File: src/rtl/irq_pkg.sv
package irq_pkg;
  localparam int unsigned REG_W   = 32;
  localparam int unsigned FIELD_W = 3;
  localparam int unsigned ABN_BIT  = 15;
  localparam int unsigned NORM_BIT = 16;
  localparam int unsigned RX_LSB   = 17;
  localparam int unsigned TX_LSB   = RX_LSB + FIELD_W;
  localparam int unsigned ERR_LSB  = TX_LSB + FIELD_W;

  localparam logic [REG_W-1:0] NORM_MASK = REG_W'(32'h0000_0445);
  localparam logic [REG_W-1:0] CAUSE_MASK = REG_W'(32'h0000_2FEF);
  localparam logic [REG_W-1:0] ABN_MASK = CAUSE_MASK & ~NORM_MASK;
  localparam logic [REG_W-1:0] SUM_MASK =
    (REG_W'(1) << ABN_BIT) | (REG_W'(1) << NORM_BIT);
  localparam logic [REG_W-1:0] EN_MASK = CAUSE_MASK | SUM_MASK;
endpackage

File: src/rtl/cause_latch.sv
module cause_latch #(
  parameter int unsigned W = 32,
  parameter logic [W-1:0] MASK = '1
) (
  input  logic         clk_i,
  input  logic         rst_ni,
  input  logic [W-1:0] set_i,
  input  logic         clr_en_i,
  input  logic [W-1:0] clr_i,
  output logic [W-1:0] q_o
);
  logic [W-1:0] set_v, clr_v, q_q;

  always_comb begin
    set_v = set_i & MASK;
    clr_v = clr_en_i ? (clr_i & MASK) : '0;
  end

  // set wins over a same-cycle clear
  always_ff @(posedge clk_i or negedge rst_ni) begin
    if (!rst_ni) q_q <= '0;
    else         q_q <= ((q_q & ~clr_v) | set_v) & MASK;
  end

  assign q_o = q_q;

  for (genvar i = 0; i < W; i++) begin : g_chk
    if (MASK[i]) begin : g_cause
      AST_EVENT_SETS: assert property (@(posedge clk_i) disable iff (!rst_ni)
        set_i[i] |=> q_q[i]);
      AST_W1C_CLEARS: assert property (@(posedge clk_i) disable iff (!rst_ni)
        (clr_en_i && clr_i[i] && !set_i[i]) |=> !q_q[i]);
      AST_CAUSE_HOLDS: assert property (@(posedge clk_i) disable iff (!rst_ni)
        (!set_i[i] && !(clr_en_i && clr_i[i])) |=> $stable(q_q[i]));
    end else begin : g_unused
      AST_NO_CAUSE: assert property (@(posedge clk_i) disable iff (!rst_ni)
        set_i[i] |=> !q_q[i]);
    end
  end
endmodule

File: src/rtl/enable_reg.sv
module enable_reg #(
  parameter int unsigned W = 32,
  parameter logic [W-1:0] MASK = '1
) (
  input  logic         clk_i,
  input  logic         rst_ni,
  input  logic         wr_i,
  input  logic [W-1:0] wdata_i,
  output logic [W-1:0] q_o
);
  logic [W-1:0] q_q;

  always_ff @(posedge clk_i or negedge rst_ni) begin
    if (!rst_ni)   q_q <= '0;
    else if (wr_i) q_q <= wdata_i & MASK;
  end

  assign q_o = q_q;

  AST_EN_STABLE: assert property (@(posedge clk_i) disable iff (!rst_ni)
    !wr_i |=> $stable(q_q));
endmodule

File: src/rtl/irq_summary.sv
module irq_summary
  import irq_pkg::*;
(
  input  logic             clk_i,
  input  logic             rst_ni,
  input  logic [REG_W-1:0] status_i,
  input  logic [REG_W-1:0] enable_i,
  output logic             norm_o,
  output logic             abn_o,
  output logic             irq_o
);
  logic [REG_W-1:0] active;
  logic             req, irq_q;

  always_comb begin
    active = status_i & enable_i;
    norm_o = |(active & NORM_MASK);
    abn_o  = |(active & ABN_MASK);
    req    = (norm_o & enable_i[NORM_BIT]) | (abn_o & enable_i[ABN_BIT]);
  end

  always_ff @(posedge clk_i or negedge rst_ni) begin
    if (!rst_ni) irq_q <= 1'b0;
    else         irq_q <= req;
  end

  assign irq_o = irq_q;

  AST_IRQ_RISES: assert property (@(posedge clk_i) disable iff (!rst_ni)
    ((|(status_i & enable_i & NORM_MASK) && enable_i[NORM_BIT]) ||
     (|(status_i & enable_i & ABN_MASK) && enable_i[ABN_BIT])) |=> irq_o);
  AST_IRQ_QUIET: assert property (@(posedge clk_i) disable iff (!rst_ni)
    (!(enable_i[NORM_BIT] || enable_i[ABN_BIT])) |=> !irq_o);
endmodule

File: src/rtl/irq_status_regs.sv
module irq_status_regs
  import irq_pkg::*;
(
  input  logic               clk_i,
  input  logic               rst_ni,
  input  logic [REG_W-1:0]   event_i,
  input  logic               wr_i,
  input  logic               addr_i,
  input  logic [REG_W-1:0]   wdata_i,
  output logic [REG_W-1:0]   rdata_o,
  input  logic [FIELD_W-1:0] rx_state_i,
  input  logic [FIELD_W-1:0] tx_state_i,
  input  logic [FIELD_W-1:0] err_code_i,
  output logic               irq_o
);
  logic [REG_W-1:0] cause_q, enable_q, status_w;
  logic             norm, abn;
  logic             wr_stat, wr_en;

  assign wr_stat = wr_i & ~addr_i;
  assign wr_en   = wr_i &  addr_i;

  cause_latch #(.W(REG_W), .MASK(CAUSE_MASK)) u_cause (
    .clk_i, .rst_ni,
    .set_i(event_i), .clr_en_i(wr_stat), .clr_i(wdata_i), .q_o(cause_q)
  );

  enable_reg #(.W(REG_W), .MASK(EN_MASK)) u_enable (
    .clk_i, .rst_ni, .wr_i(wr_en), .wdata_i, .q_o(enable_q)
  );

  irq_summary u_sum (
    .clk_i, .rst_ni, .status_i(cause_q), .enable_i(enable_q),
    .norm_o(norm), .abn_o(abn), .irq_o
  );

  always_comb begin
    status_w = cause_q;
    status_w[ABN_BIT]  = abn;
    status_w[NORM_BIT] = norm;
    status_w[RX_LSB  +: FIELD_W] = rx_state_i;
    status_w[TX_LSB  +: FIELD_W] = tx_state_i;
    status_w[ERR_LSB +: FIELD_W] = err_code_i;
    rdata_o = addr_i ? enable_q : status_w;
  end

  AST_RESET_QUIET: assert property (@(posedge clk_i) disable iff (!rst_ni)
    $rose(irq_o) |-> ($past(enable_q[NORM_BIT]) || $past(enable_q[ABN_BIT])));
endmodule

File: config.mk
export PLATFORM = sky130hd
export DESIGN_NAME = irq_status_regs
export DESIGN_NICKNAME = d
export VERILOG_FILES = /design/src/rtl/irq_pkg.sv /design/src/rtl/cause_latch.sv /design/src/rtl/enable_reg.sv /design/src/rtl/irq_summary.sv /design/src/rtl/irq_status_regs.sv
export SDC_FILE = /design/constraint.sdc
export NUM_CORES = 1
export LEC_CHECK = 0
export BUFFER_PORTS_ARGS = -buffer_cell sky130_fd_sc_hd__buf_4
export CORE_MARGIN = 8
export CORE_UTILIZATION = 42
export DETAILED_ROUTE_END_ITERATION = 7
export GPL_TIMING_DRIVEN = 0
export PLACE_DENSITY = 0.84
export RECOVER_POWER = 50
export SETUP_SLACK_MARGIN = 0.1
export SYNTH_ARGS = -nofsm -noshare
export SYNTH_HDL_FRONTEND = slang
export SYNTH_HIERARCHICAL = 1
export SYNTH_SLANG_ARGS = --single-unit
File: constraint.sdc
create_clock -name clk_i -period 1.75 [get_ports clk_i]
set_clock_uncertainty 0.1 [all_clocks]
set_input_delay 0.0875 -clock clk_i [delete_from_list [all_inputs] [get_ports clk_i]]
set_output_delay 0.0875 -clock clk_i [all_outputs]
set_load 0.01 [all_outputs]
==> metrics.md <==
| Metric | Value |
|---|---|
| GP Congestion | `0.697` |
| Vias per std cell | `4.34` |
| Fin util | `64.2%` |
| Mapped Avg Cell Area | `12.8 um2` |
| Tot GR Track Use | `12.7%` |
| Num CTS Buffers | `3` |
| Worst Hold Class | `in -> reg` |
| Placed instance area | `2450 um2` |
| Core Footprint | `4290 um2` |
| Largest net degree at the start of global routing | `28` |
| Slew Limit Headroom | `55.0%` |
| Setup violators final | `0` |
| # nets final | `342` |
| WL per Instance | `13.8 um` |
| WP data required | `1560 ps` |
| Die area | `6740 um2` |
| Arr. time, crit path | `1450 ps` |
| Crit path time final | `1630 ps` |
| Routed Antenna Nets | `0` |
| H-Tree Level Count | `1` |
| First-pass GRT wire length | `6620 um` |
| Power Density | `614 nW/um2` |
| Initial antenna violation count | `0` |
| Initial DRC count | `28` |
| Crit path capture type | `primary output` |
| Worst-path fanout max | `3` |
| Syn Std Cell Area | `1840 um2` |
| CTS max path bufs | `2` |
| Die width | `82.1 um` |
| TritonCTS Sinks | `27` |
| DP HPWL | `3250 um` |
| Vias in the first global route | `1504` |
| P&R area growth vs syn | `50.2%` |
| Boundary pin count | `110` |
| P_leak | `1.37 nW` |
| Drt drc | `0` |
| FMAX | `612 MHz` |
| Hold Vio Cnt, Final | `0` |
| Via count | `1371` |
| Total of max-cap violations | `0` |
| Worst-margin pin slew | `675 ps` |
| Part of the cycle the worst path needs | `93.4%` |
| CP Launch Type | `register` |
| Final setup margin | `115 ps` |
| Post-Place Worst Slack | `310 ps` |
| Number of inserted diodes | `0` |
| Share of layout cells above drive strength 1 | `55.3%` |
| Status | `completed` |
| Synth warnings | `6` |
| Setup_tns | `0 ps` |
| Most frequent cells in the layout | `buf_4 (87), dlygate4sd3_1 (27), conb_1 (27), dfrtp_1 (27), mux2_4 (24)` |
| Clock Latency Late Sink | `270 ps` |
| Final WL | `4370 um` |
| Most common cell after layout, fill and taps aside | `buf_4` |
| Final instance area | `2760 um2` |
| CTS tree | `built` |
| Clk root buf | `clkbuf_8` |
| # rows | `24` |
| Max IR drop VDD | `420 uV` |
| Worst Path Class, Setup | `reg -> out` |
| Unrepaired setup endpoints after global routing | `yes` |
| Grt total ovfl | `0` |
| Initial Utilization | `42.7%` |
| First-pass detailed-route iteration total | `4` |
| Slew Limit Fails | `0` |
| Port Buffer Count | `61` |
| Clock Pin Slew Worst Setup and Hold Paths | `90 ps` |
| Die H | `82.1 um` |
| Syn Inst Count | `143` |
-- layout make-up --
cell class | instances | area, um2
repair buffers | 92 | 756
flip-flops and latches | 27 | 676
clock buffers | 4 | 45.0
well taps | 52 | 65.1
plain buffers | 33 | 269
multi-input cells | 108 | 947
fillers | 359 | 1540
-- per-layer routing --
metal / share of wire [%] / up-vias / GRT usage, %
met5: 0 / - / 0
met4: 0.32 / 0 / 3.16
met3: 7.3 / 2 / 2.81
met2: 57 / 38 / 25.7
met1: 36 / 644 / 12.5
li1: - / 687 / -
-- timing repair --
item,4_1_cts,5_1_grt
gates cloned,0,0
endpoints found under the hold margin,53,0
pin swaps,3,0
endpoints found under the setup margin,1,1
resized for setup,1,0
hold buffers,27,0
buffers inserted,4,0
-- critical path, cell delays in order (launching register included) --
cell     delay, ps
dfrtp_1        410
a22oi_2        230
nand4_2        130
mux2_4         290
buf_6          120
-- per-stage QoR --
step / power (mW) / hold WS [ps] / cells
after floorplan: 1.09 / -308 / 168
after global placement: 1.30 / -80.8 / 281
after detailed placement: 1.31 / -77.8 / 281
after CTS: 1.72 / 173 / 316
after global routing: 1.78 / 200 / 316
final: 1.69 / 177 / 316
-- power by group --
| part | total [mW] | leakage, nW | internal, mW | switching [mW] |
|---|---|---|---|---|
| Combinational | 0.601 | 1.05 | 0.387 | 0.214 |
| Clock | 0.348 | 0.0228 | 0.163 | 0.185 |
| Sequential | 0.743 | 0.288 | 0.690 | 0.0531 |
-- registers in the layout, indices dropped and copies added (netlist names) --
register,cells
u_enable/q_o,14
u_cause/q_o,12
u_sum/irq_o,1
-- path summary, 6_finish.rpt --
path | start | end | slack [ps] | depth (start not counted)
setup / recovery | u_enable/q_o[7]$_DFFE_PN0P_ | rdata_o[15] | 120 | 4
hold / removal | wr_i | u_cause/q_o[13]$_DFF_PN0_ | 180 | 4
setup reg to reg | u_enable/q_o[7]$_DFFE_PN0P_ | u_sum/irq_o$_DFF_PN0_ | 460 | 4
hold reg to reg | u_cause/q_o[2]$_DFF_PN0_ | u_cause/q_o[2]$_DFF_PN0_ | 410 | 1
max in group asynchronous | rst_ni | u_enable/q_o[10]$_DFFE_PN0P_ | 840 | 2
min in group asynchronous | rst_ni | u_cause/q_o[8]$_DFF_PN0_ | 280 | 2
Power figures use the tool's default switching activity.
